### src/rtl/xfc_pkg.sv
package xfc_pkg;
  // Two-bit selector codes shared by the transmit and receive halves
  localparam logic [1:0] FC_NONE = 2'b00;
  localparam logic [1:0] FC_SETB = 2'b01;
  localparam logic [1:0] FC_SETA = 2'b10;
  localparam logic [1:0] FC_PAIR = 2'b11;

  typedef enum logic [1:0] {PT_IDLE, PT_ON_A, PT_OFF_A} pair_st_e;
  typedef enum logic [1:0] {TQ_IDLE, TQ_FIRST, TQ_SECOND} txq_st_e;
endpackage

### src/rtl/xfc_rx_match.sv
module xfc_rx_match
  import xfc_pkg::*;
#(
  parameter int DATA_W = 8
) (
  input  logic              clk,
  input  logic              rst_n,
  input  logic [1:0]        rx_sel,
  input  logic              spc_active,
  input  logic [DATA_W-1:0] xon_a,
  input  logic [DATA_W-1:0] xon_b,
  input  logic [DATA_W-1:0] xoff_a,
  input  logic [DATA_W-1:0] xoff_b,
  input  logic              rx_valid,
  output logic              rx_ready,
  input  logic [DATA_W-1:0] rx_data,
  output logic              fwd_valid,
  input  logic              fwd_ready,
  output logic [DATA_W-1:0] fwd_data,
  input  logic              spc_clr,
  output logic              spc_flag,
  output logic              tx_halt
);
  pair_st_e          pst_q, pst_eff, pst_n;
  logic              halt_q, halt_n;
  logic              drop, fresh, accept;
  logic              fwd_v_q, spc_q;
  logic [DATA_W-1:0] fwd_d_q;

  assign rx_ready = !fwd_v_q || fwd_ready;
  assign accept   = rx_valid && rx_ready;
  assign pst_eff  = (rx_sel == FC_PAIR) ? pst_q : PT_IDLE;

  // Classify the byte on the input against the selected characters
  always_comb begin
    drop   = 1'b0;
    fresh  = 1'b0;
    halt_n = halt_q;
    pst_n  = pst_eff;
    case (pst_eff)
      PT_ON_A: begin
        pst_n = PT_IDLE;
        if (rx_data == xon_b) begin
          drop   = 1'b1;
          halt_n = 1'b0;
        end else begin
          fresh = 1'b1;
        end
      end
      PT_OFF_A: begin
        pst_n = PT_IDLE;
        if (rx_data == xoff_b) begin
          drop   = 1'b1;
          halt_n = 1'b1;
        end else begin
          fresh = 1'b1;
        end
      end
      default: fresh = 1'b1;
    endcase
    if (fresh) begin
      case (rx_sel)
        FC_SETA: begin
          if (rx_data == xoff_a) begin
            drop = 1'b1; halt_n = 1'b1;
          end else if (rx_data == xon_a) begin
            drop = 1'b1; halt_n = 1'b0;
          end
        end
        FC_SETB: begin
          if (rx_data == xoff_b) begin
            drop = 1'b1; halt_n = 1'b1;
          end else if (rx_data == xon_b) begin
            drop = 1'b1; halt_n = 1'b0;
          end
        end
        FC_PAIR: begin
          if (rx_data == xoff_a) begin
            drop = 1'b1; pst_n = PT_OFF_A;
          end else if (rx_data == xon_a) begin
            drop = 1'b1; pst_n = PT_ON_A;
          end
        end
        default: ;
      endcase
    end
  end

  always_ff @(posedge clk) begin
    if (!rst_n) begin
      halt_q  <= 1'b0;
      pst_q   <= PT_IDLE;
      fwd_v_q <= 1'b0;
      fwd_d_q <= '0;
      spc_q   <= 1'b0;
    end else begin
      if (rx_sel == FC_NONE)  halt_q <= 1'b0;
      else if (accept)        halt_q <= halt_n;
      if (rx_sel != FC_PAIR)  pst_q <= PT_IDLE;
      else if (accept)        pst_q <= pst_n;
      if (accept && !drop) begin
        fwd_v_q <= 1'b1;
        fwd_d_q <= rx_data;
      end else if (fwd_ready) begin
        fwd_v_q <= 1'b0;
      end
      if (accept && spc_active && rx_data == xoff_b) spc_q <= 1'b1;
      else if (spc_clr)                              spc_q <= 1'b0;
    end
  end

  assign fwd_valid = fwd_v_q;
  assign fwd_data  = fwd_d_q;
  assign spc_flag  = spc_q;
  assign tx_halt   = halt_q;

  assert_fwd_hold_R1: assert property (@(posedge clk) disable iff (!rst_n)
    (fwd_valid && !fwd_ready) |=> (fwd_valid && $stable(fwd_data)));
  assert_halt_off_R2: assert property (@(posedge clk) disable iff (!rst_n)
    (rx_sel == FC_NONE) |=> !tx_halt);
  assert_stop_drop_R3: assert property (@(posedge clk) disable iff (!rst_n)
    (accept && rx_sel == FC_SETA && rx_data == xoff_a) |=> (tx_halt && !fwd_valid));
  assert_pair_stop_R4: assert property (@(posedge clk) disable iff (!rst_n)
    (accept && rx_sel == FC_PAIR && pst_q == PT_OFF_A && rx_data == xoff_b) |=> tx_halt);
  assert_spc_sticky_R6: assert property (@(posedge clk) disable iff (!rst_n)
    (spc_flag && !spc_clr) |=> spc_flag);
endmodule

### src/rtl/xfc_tx_req.sv
module xfc_tx_req
  import xfc_pkg::*;
#(
  parameter int DATA_W = 8,
  parameter int LVL_W  = 8
) (
  input  logic              clk,
  input  logic              rst_n,
  input  logic [1:0]        tx_sel,
  input  logic [LVL_W-1:0]  fill_lvl,
  input  logic [LVL_W-1:0]  trig_lvl,
  input  logic [DATA_W-1:0] xon_a,
  input  logic [DATA_W-1:0] xon_b,
  input  logic [DATA_W-1:0] xoff_a,
  input  logic [DATA_W-1:0] xoff_b,
  output logic              txf_valid,
  input  logic              txf_ready,
  output logic [DATA_W-1:0] txf_data
);
  txq_st_e           st_q;
  logic              sent_off_q, pair_q, above;
  logic [DATA_W-1:0] b0_q, b1_q;

  assign above = (fill_lvl >= trig_lvl);

  always_ff @(posedge clk) begin
    if (!rst_n) begin
      st_q       <= TQ_IDLE;
      sent_off_q <= 1'b0;
      pair_q     <= 1'b0;
      b0_q       <= '0;
      b1_q       <= '0;
    end else begin
      case (st_q)
        TQ_IDLE: begin
          if (tx_sel == FC_NONE) begin
            sent_off_q <= 1'b0;
          end else if (above != sent_off_q) begin
            sent_off_q <= above;
            pair_q     <= (tx_sel == FC_PAIR);
            if (above) begin
              b0_q <= (tx_sel == FC_SETB) ? xoff_b : xoff_a;
              b1_q <= xoff_b;
            end else begin
              b0_q <= (tx_sel == FC_SETB) ? xon_b : xon_a;
              b1_q <= xon_b;
            end
            st_q <= TQ_FIRST;
          end
        end
        TQ_FIRST:  if (txf_ready) st_q <= pair_q ? TQ_SECOND : TQ_IDLE;
        TQ_SECOND: if (txf_ready) st_q <= TQ_IDLE;
        default:   st_q <= TQ_IDLE;
      endcase
    end
  end

  assign txf_valid = (st_q != TQ_IDLE);
  assign txf_data  = (st_q == TQ_SECOND) ? b1_q : b0_q;

  assert_req_hold_R10: assert property (@(posedge clk) disable iff (!rst_n)
    (txf_valid && !txf_ready) |=> (txf_valid && $stable(txf_data)));
  assert_quiet_off_R8: assert property (@(posedge clk) disable iff (!rst_n)
    (tx_sel == FC_NONE && !txf_valid) |=> !txf_valid);
  assert_one_per_cross_R9: assert property (@(posedge clk) disable iff (!rst_n)
    $rose(txf_valid) |-> (sent_off_q != $past(sent_off_q)));
endmodule

### src/rtl/uart_xonxoff_ctl.sv
module uart_xonxoff_ctl
  import xfc_pkg::*;
#(
  parameter int DATA_W = 8,
  parameter int LVL_W  = 8
) (
  input  logic              clk,
  input  logic              rst_n,
  input  logic [3:0]        fc_mode,
  input  logic              spc_det_en,
  input  logic [DATA_W-1:0] xon_a,
  input  logic [DATA_W-1:0] xon_b,
  input  logic [DATA_W-1:0] xoff_a,
  input  logic [DATA_W-1:0] xoff_b,
  input  logic              rx_valid,
  output logic              rx_ready,
  input  logic [DATA_W-1:0] rx_data,
  output logic              fwd_valid,
  input  logic              fwd_ready,
  output logic [DATA_W-1:0] fwd_data,
  input  logic              spc_clr,
  output logic              spc_flag,
  output logic              tx_halt,
  input  logic [LVL_W-1:0]  rx_fill,
  input  logic [LVL_W-1:0]  rx_trig,
  output logic              txf_valid,
  input  logic              txf_ready,
  output logic [DATA_W-1:0] txf_data
);
  logic spc_active;
  // Special detect only when every flow-control selector is off
  assign spc_active = spc_det_en && (fc_mode == 4'b0000);

  xfc_rx_match #(.DATA_W(DATA_W)) u_rx (
    .clk(clk), .rst_n(rst_n), .rx_sel(fc_mode[1:0]), .spc_active(spc_active),
    .xon_a(xon_a), .xon_b(xon_b), .xoff_a(xoff_a), .xoff_b(xoff_b),
    .rx_valid(rx_valid), .rx_ready(rx_ready), .rx_data(rx_data),
    .fwd_valid(fwd_valid), .fwd_ready(fwd_ready), .fwd_data(fwd_data),
    .spc_clr(spc_clr), .spc_flag(spc_flag), .tx_halt(tx_halt)
  );

  xfc_tx_req #(.DATA_W(DATA_W), .LVL_W(LVL_W)) u_tx (
    .clk(clk), .rst_n(rst_n), .tx_sel(fc_mode[3:2]),
    .fill_lvl(rx_fill), .trig_lvl(rx_trig),
    .xon_a(xon_a), .xon_b(xon_b), .xoff_a(xoff_a), .xoff_b(xoff_b),
    .txf_valid(txf_valid), .txf_ready(txf_ready), .txf_data(txf_data)
  );

  assert_spc_gated_R7: assert property (@(posedge clk) disable iff (!rst_n)
    (!spc_active && !spc_flag) |=> !spc_flag);
endmodule

### config.mk
export PLATFORM = sky130hd
export DESIGN_NAME = uart_xonxoff_ctl
export DESIGN_NICKNAME = d
export VERILOG_FILES = /design/src/rtl/xfc_pkg.sv /design/src/rtl/xfc_rx_match.sv /design/src/rtl/xfc_tx_req.sv /design/src/rtl/uart_xonxoff_ctl.sv
export SDC_FILE = /design/constraint.sdc
export NUM_CORES = 1
export LEC_CHECK = 0
export ABC_AREA = 0
export BUFFER_PORTS_ARGS = -buffer_cell sky130_fd_sc_hd__clkbuf_2
export CAP_MARGIN = 40
export CORE_UTILIZATION = 30
export DETAILED_ROUTE_END_ITERATION = 10
export PLACE_DENSITY = 0.53
export SYNTH_ARGS = -nofsm -noshare
export SYNTH_HDL_FRONTEND = slang
export SYNTH_SLANG_ARGS = --single-unit
### constraint.sdc
create_clock -name clk -period 2.78 [get_ports clk]
set_input_delay 0.139 -clock clk [delete_from_list [all_inputs] [get_ports clk]]
set_output_delay 0.139 -clock clk [all_outputs]
set_load 0.02 [all_outputs]
==> results of run 1 <==
-- cell families (layout without fill, tap and decap cells) --
logic type	Yosys count	after routing	share of synthesized area, %
simple gates	124	124	20.6
compound gates	67	67	17.7
buf+inv	45	116	7.79
mux	34	34	12.8
flops	33	33	23.9
xor+xnor	32	32	10.4
fa+ha+maj	15	15	6.79
-- flip-flops by register name, summed over array words and instances, names as in the netlist --
register         cells
u_tx.b0_q            8
u_rx.pst_q           2
u_tx.pair_q          1
u_rx.fwd_data        8
u_rx.fwd_valid       1
u_tx.sent_off_q      1
u_rx.tx_halt         1
u_rx.spc_flag        1
u_tx.st_q            2
u_tx.b1_q            8
-- critical path, stage by stage (launching register included) --
cell and delay (ns):
dfxtp_1 0.32, and2_1 0.16, ha_1 0.45, nor3b_2 0.10, o32ai_1 0.52, a31oi_4 0.30, mux2i_1 0.19
-- final cells by class --
type	count	area [um^2]
Clock buffer	5	68.8
Clock inverter	3	22.5
Fill cell	950	5500
Inverter	17	63.8
Multi-Input combinational cell	272	1890
Sequential cell	33	661
Tap cell	108	135
Timing Repair Buffer	91	465
-- power by group --
| part | total [mW] | internal (mW) | switching [mW] |
|---|---|---|---|
| clock network | 0.381 | 0.176 | 0.206 |
| logic | 0.469 | 0.202 | 0.267 |
| registers | 0.551 | 0.520 | 0.0302 |
| total | 1.40 | 0.899 | 0.503 |
-- layout by cell type, fill, tap and decap left out, types with 4 or more instances in the layout --
| cell type | instances |
|---|---|
| buf_4 | 4 |
| o221a_1 | 8 |
| a21oi_1 | 21 |
| nor4_1 | 5 |
| xor2_1 | 16 |
| nand4_1 | 6 |
| inv_1 | 17 |
| clkbuf_2 | 87 |
| xnor2_1 | 15 |
| nand2_1 | 71 |
| clkbuf_8 | 5 |
| ha_1 | 15 |
| a21o_1 | 4 |
| o21ai_0 | 4 |
| o22ai_1 | 9 |
| mux2i_1 | 25 |
| nor2b_1 | 10 |
| mux2_2 | 8 |
| nand2b_1 | 4 |
| dfxtp_1 | 33 |
| nor2_1 | 15 |
-- metrics by stage --
step                      instance area (um^2)  setup WS, ns
final                                     3310         0.583
after global routing                      3310         0.483
after floorplan                           2760         0.620
after CTS                                 3310         0.613
after detailed placement                  3220         0.374
after global placement                    3210         0.429
-- path summary, 6_finish.rpt --
kind,from,endpoint,slack [ns]
worst max-delay path,u_rx.pst_q[1],u_rx.fwd_data[5],0.58
worst min-delay path,rx_valid,u_rx.fwd_valid,0.09
worst max register to register,u_rx.pst_q[1],u_rx.fwd_data[5],0.58
worst min register to register,u_rx.fwd_data[0],u_rx.fwd_data[0],0.46
-- routing by layer --
layer  vias to the layer above  track usage (%)  wire length [um]
met4                         0             4.78                81
li1                       1343                -                 -
met3                         8             3.44               482
met2                        92             29.3              3820
met1                      1250             22.5              3730
met5                         -                0                 0
==> summary.md, run 1 <==
| Metric | Value |
|---|---|
| Status | `finished, violations left` |
| Failing checks | `design-rule violations` |
| Post-synth EDFFs | `0` |
| Netlist cell types | `between 50 and 60` |
| Worst-path clk slew | `about 0.080 ns` |
| Worst reg2reg path depth | `6` |
| Mean Syn Cell Area | `7.90 um^2` |
| Pins Over Slew Limit | `0` |
| Cell Rows | `34` |
| Setup Fix Bufs, Post-CTS | `0` |
| 1st-pass router iterations | `8` |
| Max cap viols | `0` |
| Top post-synthesis cells by count | `71 x nand2_1, 33 x dfxtp_1, 25 x mux2i_1, 21 x a21oi_1, 17 x inv_1` |
| Final wirelength | `just over 8000 um` |
| Critical path capture point type | `flip-flop` |
| Final setup viols | `0` |
| Ys async rst share | `0%` |
| CTS hold repair buffers | `0` |
| Starting Density | `about a third` |
| Largest net degree at the start of global routing | `22` |
| # nets final | `roughly 500` |
| Pleak | `roughly 1.5 nW` |
| Worst min-delay path category | `input pin to flip-flop` |
| DRT iter0 DRCs | `106` |
| Most common cell in the netlist | `nand2_1` |
| Synth warn | `0` |
| Crit path kind | `flip-flop to flip-flop` |
| Diode count | `0` |
| Cells after Synth | `350` |
| Routability cong. | `roughly 0.93` |
| CTS buffer count | `5` |
| Setup TNS | `0 ns` |
| FF+latch count, synth | `33` |
| Clock Latency Late Sink | `0.30 ns` |
| Hold slack | `slightly below 0.09 ns` |
| Final hold viol count | `0` |
| Initial antenna violation count | `0` |
| Worst EP required | `slightly below 3 ns` |
| Share of layout cells above drive strength 1 | `27.3%` |
| H-tree Lvls | `2` |
| Final core utilization | `between 30% and 40%` |
| First-pass GRT wire length | `approximately 13000 um` |
| Worst Tran Pin Value | `around 0.84 ns` |
| Post-DRT Antenna Nets | `0` |
| Root Driver | `clkbuf_8` |
| Worst setup SP type | `flip-flop` |
| Hpwl dp | `about 6600 um` |
| CTS resizes | `0` |
| Critical Path AT | `2.36 ns` |
| Vias per std cell | `a little over 5` |
| Fin cells | `roughly 530` |
| Pwr Total | `1.40 mW` |
| WL/cell | `about 15 um` |
| Clock Tree Buf Depth | `2` |
| Die Wd | `98.0 um` |
| Power per cell area | `approximately 420 mW/mm^2` |
| Period Utilization, post-route | `around four fifths` |
| Hold path depth | `3` |
| Final min period | `2.20 ns` |
| Syn-to-layout area delta | `19.7%` |
| Core area | `0.00881 mm^2` |
| Via count | `roughly 2700` |
| Die area | `between 0.009 and 0.01 mm^2` |
| Vias in the first global route | `2704` |
| Sink Count | `33` |
| Unrepaired setup endpoints after global routing | `no` |
| Mapped Nets | `roughly 430` |
| Area share of the largest cell type after synthesis | `a little under a quarter` |
| Port Buffers | `87` |
| Worst Skew | `between 0.01 and 0.015 ns` |
| Drt drc | `6` |
| Worst-path maximum fanout | `9` |
| Area leader, netlist | `dfxtp_1` |
| Synthesized area | `~0.0028 mm^2` |
| Cells taking the most area after synthesis | `dfxtp_1 24%, nand2_1 9.6%, mux2i_1 9.1%` |
| Die Span Y | `~100 um` |
| Peak Freq | `approximately 460 MHz` |
| Total grt overflow | `0` |
| Placed Cells incl. Taps | `around 520` |
| Dominant synthesized flop cell | `dfxtp_1` |
| All-Layer GR Usage | `between 10% and 20%` |
| Peak supply drop | `0.204 mV` |
| CTS tree | `built` |
| Sequential area share after synthesis | `a little under a quarter` |
| IO Count | `88` |
| Slew Limit Headroom | `between 40% and 50%` |
Note: power is estimated with default switching activity, not from simulation.
==> inputs of run 2 (changes only) <==
--- a/config.mk
+++ b/config.mk
@@ -10,7 +10,7 @@
 export CAP_MARGIN = 40
 export CORE_UTILIZATION = 30
 export DETAILED_ROUTE_END_ITERATION = 10
-export PLACE_DENSITY = 0.53
+export PLACE_DENSITY = 0.55
 export SYNTH_ARGS = -nofsm -noshare
 export SYNTH_HDL_FRONTEND = slang
 export SYNTH_SLANG_ARGS = --single-unit
==> constraint.sdc (replaced) <==
create_clock -name clk -period 1.8 [get_ports clk]
set_input_delay 0.09 -clock clk [delete_from_list [all_inputs] [get_ports clk]]
set_output_delay 0.09 -clock clk [all_outputs]
set_load 0.02 [all_outputs]
==> summary.md, run 2 (synthesized netlist as in run 1, its figures left out) <==
| Metric | Value |
|---|---|
| Critical Path AT | `2.06 ns (was 2.36 ns)` |
| Crit path capture | `u_rx.fwd_data[2] (was u_rx.fwd_data[5])` |
| Clock Latency Late Sink | `0.29 ns (was 0.30 ns)` |
| Sink Count | `33 (unchanged)` |
| Worst R2R End | `u_rx.fwd_data[2] (was u_rx.fwd_data[5])` |
| DRT iter0 DRCs | `126 (was 106)` |
| Worst EP required | `1.97 ns (was 2.94 ns)` |
| Worst-path maximum fanout | `8 (was 9)` |
| WL/cell | `15.2 um (was 15.3 um)` |
| Max cap viols | `0 (unchanged)` |
| First-pass GRT wire length | `13600 um (was 13400 um)` |
| Share of layout cells above drive strength 1 | `38.7% (was 27.3%)` |
| Port Buffers | `87 (unchanged)` |
| Worst Skew | `0.00973 ns (was 0.0127 ns)` |
| Worst reg2reg path depth | `8 (was 6)` |
| Slew Limit Headroom | `61.8% (was 43.8%)` |
| Layout fillers | `876 (was 950)` |
| All-Layer GR Usage | `17.9% (was 17.4%)` |
| Worst min-delay path category | `input pin to flip-flop (unchanged)` |
| Final hold viol count | `0 (unchanged)` |
| Clk network pwr share | `33.7% (was 27.2%)` |
| Final wirelength | `8790 um (was 8120 um)` |
| Share of total power in sequential cells | `32.7% (was 39.3%)` |
| Clock Tree Buf Depth | `2 (unchanged)` |
| Setup TNS | `-0.484 ns (was 0 ns)` |
| Flop2flop setup slack | `-0.09 ns (was 0.58 ns)` |
| Most frequent cells in the layout | `87 x clkbuf_2, 70 x nand2_1, 49 x buf_4, 31 x dfxtp_1, 24 x mux2i_1 (was 87 x clkbuf_2, 71 x nand2_1, 33 x dfxtp_1, 25 x mux2i_1, 21 x a21oi_1)` |
| Final setup viols | `9 (was 0)` |
| Pins Over Slew Limit | `0 (unchanged)` |
| Dpl ws | `-0.237 ns (was 0.374 ns)` |
| Routability cong. | `0.829 (was 0.931)` |
| Worst Tran Pin Value | `0.573 ns (was 0.841 ns)` |
| 1st-pass router iterations | `8 (unchanged)` |
| Power per cell area | `661 mW/mm^2 (was 424 mW/mm^2)` |
| Hpwl dp | `7060 um (was 6610 um)` |
| Peak Freq | `529 MHz (was 455 MHz)` |
| Period Utilization, post-route | `105% (was 79.0%)` |
| Vias per std cell | `4.95 (was 5.09)` |
| Initial antenna violation count | `0 (unchanged)` |
| Status | `finished, violations left (unchanged)` |
| Final worst setup slack | `-0.0894 ns (was 0.583 ns)` |
| Diode count | `0 (unchanged)` |
| Fin cells | `578 (was 529)` |
| Crit path kind | `flip-flop to flip-flop (unchanged)` |
| Peak supply drop | `0.439 mV (was 0.204 mV)` |
| Critical path capture point type | `flip-flop (unchanged)` |
| Int Pwr | `1.77 mW (was 0.899 mW)` |
| Syn-to-layout area delta | `41.5% (was 19.7%)` |
| IO Count | `88 (unchanged)` |
| Vias in the first global route | `2755 (was 2704)` |
| Final min period | `1.89 ns (was 2.20 ns)` |
| Worst setup SP type | `flip-flop (unchanged)` |
| Critical path startpoint | `u_rx.pst_q[1] (unchanged)` |
| Sw Ratio | `31.4% (was 35.9%)` |
| Placed Cells incl. Taps | `566 (was 521)` |
| CTS hold repair buffers | `0 (unchanged)` |
| Switching power | `0.812 mW (was 0.503 mW)` |
| Unrepaired setup endpoints after global routing | `yes (was no)` |
| Via count | `2863 (was 2693)` |
| Die area | `0.00960 mm^2 (unchanged)` |
| Die Span Y | `98.0 um (unchanged)` |
| Worst-path clk slew | `0.08 ns (about the same)` |
| H-tree Lvls | `2 (unchanged)` |
| Largest net degree at the start of global routing | `21 (was 22)` |
| Reg2reg start | `u_rx.pst_q[1] (unchanged)` |
| Starting Density | `31.4% (unchanged)` |
| Drt drc | `9 (was 6)` |
| Core area | `0.00881 mm^2 (unchanged)` |
| CTS buffer count | `5 (unchanged)` |
| Die Wd | `98.0 um (unchanged)` |
| Pwr Total | `2.59 mW (was 1.40 mW)` |
| Hold slack | `0.0597 ns (was 0.0888 ns)` |
| Pleak | `1.85 nW (was 1.52 nW)` |
| Cell Rows | `34 (unchanged)` |
| Commonest non-fill, non-tap cell in the layout | `clkbuf_2 (unchanged)` |
| Post-DRT Antenna Nets | `0 (unchanged)` |
| # nets final | `551 (was 502)` |
| Total grt overflow | `0 (unchanged)` |
| Failing checks | `design-rule violations, negative setup slack (was design-rule violations)` |
| Combinational share of power | `33.6% (was 33.5%)` |
| Root Driver | `clkbuf_8 (unchanged)` |
| CTS tree | `built (unchanged)` |
==> run 2: routing by layer <==
layer	wire [um]	vias up	share of wire, %	track usage [%]
li1	-	1437	-	-
met1	4190	1333	48	23.9
met2	3950	85	45	29.6
met3	537	8	6.1	3.22
met4	113	0	1.3	4.66
met5	0	-	0	0
==> run 2: worst max-delay path, stage by stage, from the launching register on <==
cell     delay, ns
dfxtp_2       0.33
and2_4        0.15
ha_4          0.31
buf_6         0.15
nor3b_4       0.05
o32ai_4       0.34
a31oi_4       0.14
buf_12        0.17
mux2i_2       0.14
==> run 2: how the worst min path moves through the flow <==
stage	startpoint	endpoint	slack, ns	depth (start not counted)
after CTS	rx_valid	u_rx.fwd_valid	0.04	3
after global routing	rx_valid	u_rx.fwd_valid	0.08	3
final	rx_valid	u_rx.fwd_valid	0.06	3
after floorplan	rx_valid	u_rx.fwd_valid	0.23	2
after detailed placement	rx_valid	u_rx.fwd_valid	0.36	3
after global placement	rx_valid	u_rx.fwd_valid	0.35	3
==> run 2: area by class of cell <==
cell class              instances  area [um^2]  share of cell area (%)
inverters                      17         63.8                    1.63
clock buffers                   5         68.8                    1.76
multi-input cells             272         2040                    52.3
flip-flops and latches         33          663                    17.0
repair buffers                140          866                    22.1
clock inverters                 3         68.8                    1.76
well taps                     108          135                    3.46
==> run 2: metrics by stage <==
step,utilization [%],cell area (um^2)
6_report,44.4,3910
4_1_cts,43.5,3830
3_3_place_gp,41.5,3650
3_5_place_dp,41.5,3650
2_1_floorplan,-,2880
5_1_grt,44.4,3910
==> run 2: what timing repair did <==
item                       in CTS  in global routing
pin swaps                       9                 11
setup buffers                   3                  2
gates cloned                    0                  0
setup endpoints to repair      10                 15
gates resized for setup        10                 11
==> run 2: power by group through the flow <==
stage                     Combinational [mW]  Sequential, mW  Clock (mW)
final                                  0.869           0.844       0.872
after global routing                   0.939           0.854       0.910
after CTS                              0.861           0.843       0.882
after detailed placement               0.850           0.858           0
after global placement                 0.845           0.858           0
after floorplan                        0.518           0.871           0
==> inputs of run 3 (changes only) <==
--- a/config.mk
+++ b/config.mk
@@ -10,7 +10,8 @@
 export CAP_MARGIN = 40
 export CORE_UTILIZATION = 30
 export DETAILED_ROUTE_END_ITERATION = 10
-export PLACE_DENSITY = 0.55
+export PLACE_DENSITY = 0.56
+export SETUP_SLACK_MARGIN = 0.3
 export SYNTH_ARGS = -nofsm -noshare
 export SYNTH_HDL_FRONTEND = slang
 export SYNTH_SLANG_ARGS = --single-unit
==> summary.md, run 3 (synthesized netlist as in run 1, its figures left out) <==
| Metric | Value |
|---|---|
| Status | `finished, violations left (unchanged)` |
| Failing checks | `design-rule violations, negative setup slack (unchanged)` |
| Clock Latency Late Sink | `0.30 ns (was 0.29 ns)` |
| Peak supply drop | `0.337 mV (was 0.439 mV)` |
| Total grt overflow | `0 (unchanged)` |
| Worst-path clk slew | `0.08 ns (about the same)` |
| Clock Tree Buf Depth | `2 (unchanged)` |
| Commonest non-fill, non-tap cell in the layout | `clkbuf_2 (unchanged)` |
| Final setup viols | `9 (unchanged)` |
| Starting Density | `31.4% (unchanged)` |
| Dpl ws | `-0.209 ns (was -0.237 ns)` |
| Die area | `0.00960 mm^2 (unchanged)` |
| Worst-path maximum fanout | `5 (was 8)` |
| CTS hold repair buffers | `0 (unchanged)` |
| Met3 WL post-DR | `386 um (was 537 um)` |
| Met2 wire length | `4570 um (was 3950 um)` |
| Root Driver | `clkbuf_8 (unchanged)` |
| Core area | `0.00881 mm^2 (unchanged)` |
| Diode count | `0 (unchanged)` |
| Peak Freq | `545 MHz (was 529 MHz)` |
| Worst EP required | `2.01 ns (was 1.97 ns)` |
| Worst Tran Pin Value | `0.577 ns (was 0.573 ns)` |
| Cell Rows | `34 (unchanged)` |
| Initial antenna violation count | `0 (unchanged)` |
| Top sig layer | `met4 (unchanged)` |
| CTS buffer count | `5 (unchanged)` |
| Critical Path AT | `2.05 ns (was 2.06 ns)` |
| H-tree Lvls | `2 (unchanged)` |
| All-Layer GR Usage | `19.4% (was 17.9%)` |
| Pleak | `2.05 nW (was 1.85 nW)` |
| Hpwl dp | `6960 um (was 7060 um)` |
| Post-DRT Antenna Nets | `0 (unchanged)` |
| Slew Limit Headroom | `61.6% (was 61.8%)` |
| Power per cell area | `612 mW/mm^2 (was 661 mW/mm^2)` |
| Layout fillers | `850 (was 876)` |
| Largest net degree at the start of global routing | `26 (was 21)` |
| Drt drc | `4 (was 9)` |
| # nets final | `572 (was 551)` |
| Via count | `2986 (was 2863)` |
| Die Span Y | `98.0 um (unchanged)` |
| DRT iter0 DRCs | `101 (was 126)` |
| Routability cong. | `0.879 (was 0.829)` |
| Final worst setup slack | `-0.0364 ns (was -0.0894 ns)` |
| Max cap viols | `0 (unchanged)` |
| Crit path kind | `flip-flop to flip-flop (unchanged)` |
| IO Count | `88 (unchanged)` |
| Die Wd | `98.0 um (unchanged)` |
| Vias in the first global route | `3090 (was 2755)` |
| Critical path capture point type | `flip-flop (unchanged)` |
| Worst Skew | `0.0127 ns (was 0.00973 ns)` |
| Share of layout cells above drive strength 1 | `46.4% (was 38.7%)` |
| 1st-pass router iterations | `7 (was 8)` |
| CTS tree | `built (unchanged)` |
| Port Buffers | `87 (unchanged)` |
| Final wirelength | `9110 um (was 8790 um)` |
| Vias per std cell | `4.98 (was 4.95)` |
| Most frequent cells in the layout | `77 x clkbuf_2, 70 x nand2_1, 55 x buf_4, 29 x dfxtp_1, 24 x mux2i_1 (was 87 x clkbuf_2, 70 x nand2_1, 49 x buf_4, 31 x dfxtp_1, 24 x mux2i_1)` |
| Setup TNS | `-0.0822 ns (was -0.484 ns)` |
| Multi-input logic area | `0.00220 mm^2 (was 0.00204 mm^2)` |
| Syn-to-layout area delta | `59.7% (was 41.5%)` |
| Final hold viol count | `0 (unchanged)` |
| Wire length on met1 | `3950 um (was 4190 um)` |
| Worst setup SP type | `flip-flop (unchanged)` |
| Final min period | `1.84 ns (was 1.89 ns)` |
| Worst min-delay path category | `input pin to flip-flop (unchanged)` |
| First-pass GRT wire length | `14800 um (was 13600 um)` |
| WL/cell | `15.2 um (about the same)` |
| Period Utilization, post-route | `102% (was 105%)` |
| Sequential Area | `666 um^2 (was 663 um^2)` |
| Pins Over Slew Limit | `0 (unchanged)` |
| Unrepaired setup endpoints after global routing | `yes (unchanged)` |
| Sink Count | `33 (unchanged)` |
[run 3: cell type report]
class | count | area share (%)
Multi-Input combinational cell | 272 | 49.8
Timing Repair Buffer | 161 | 27.9
Sequential cell | 33 | 15.1
Tap cell | 108 | 3.06
Clock buffer | 5 | 1.56
Inverter | 17 | 1.56
Clock inverter | 3 | 1.05
[run 3: routing by layer]
layer	track usage, %	vias to the layer above
met5	0	-
met4	7.69	0
met3	3.65	17
met2	34.1	82
met1	23.1	1407
li1	-	1480
[run 3: final timing paths]
kind / start / to / slack [ns] / depth (start not counted)
worst min register to register: u_rx.fwd_data[5] / u_rx.fwd_data[5] / 0.46 / 2
worst max register to register: u_rx.pst_q[1] / u_rx.tx_halt / -0.04 / 8
worst min-delay path: rx_valid / u_rx.fwd_valid / 0.07 / 3
worst max-delay path: u_rx.pst_q[1] / u_rx.tx_halt / -0.04 / 8
[run 3: where the power goes]
part | internal (mW) | leakage (nW) | total, mW | switching, mW
clock | 0.415 | 0.0543 | 0.739 | 0.324
combinational | 0.596 | 1.72 | 1.12 | 0.519
sequential | 0.805 | 0.273 | 0.849 | 0.0443
[run 3: repair_timing]
item / 4_1_cts / 5_1_grt
gates cloned: 2 / 1
pin swaps: 20 / 8
resized for setup: 71 / 26
buffers inserted: 11 / 6
endpoints found under the hold margin: 0 / 0
setup endpoints to repair: 38 / 38
[run 3: per-stage QoR]
step           util, %  total power [mW]  hold WS (ns)  cells  cell area [um^2]
6_report          50.1              2.70        0.0683    599              4410
5_1_grt           50.1              2.84        0.0823    599              4410
4_1_cts           48.2              2.65        0.0673    592              4250
3_5_place_dp      42.4              1.73         0.381    571              3730
3_3_place_gp      42.4              1.72         0.376    571              3730
2_1_floorplan        -              1.41         0.243    350              2960
[run 3: worst max-delay path: stages, from the launching register on]
cell	delay, ns
dfxtp_2	0.32
and2_4	0.15
ha_4	0.23
buf_12	0.13
nor3b_4	0.25
buf_4	0.15
o21bai_1	0.08
o2111a_1	0.26
a311oi_1	0.18
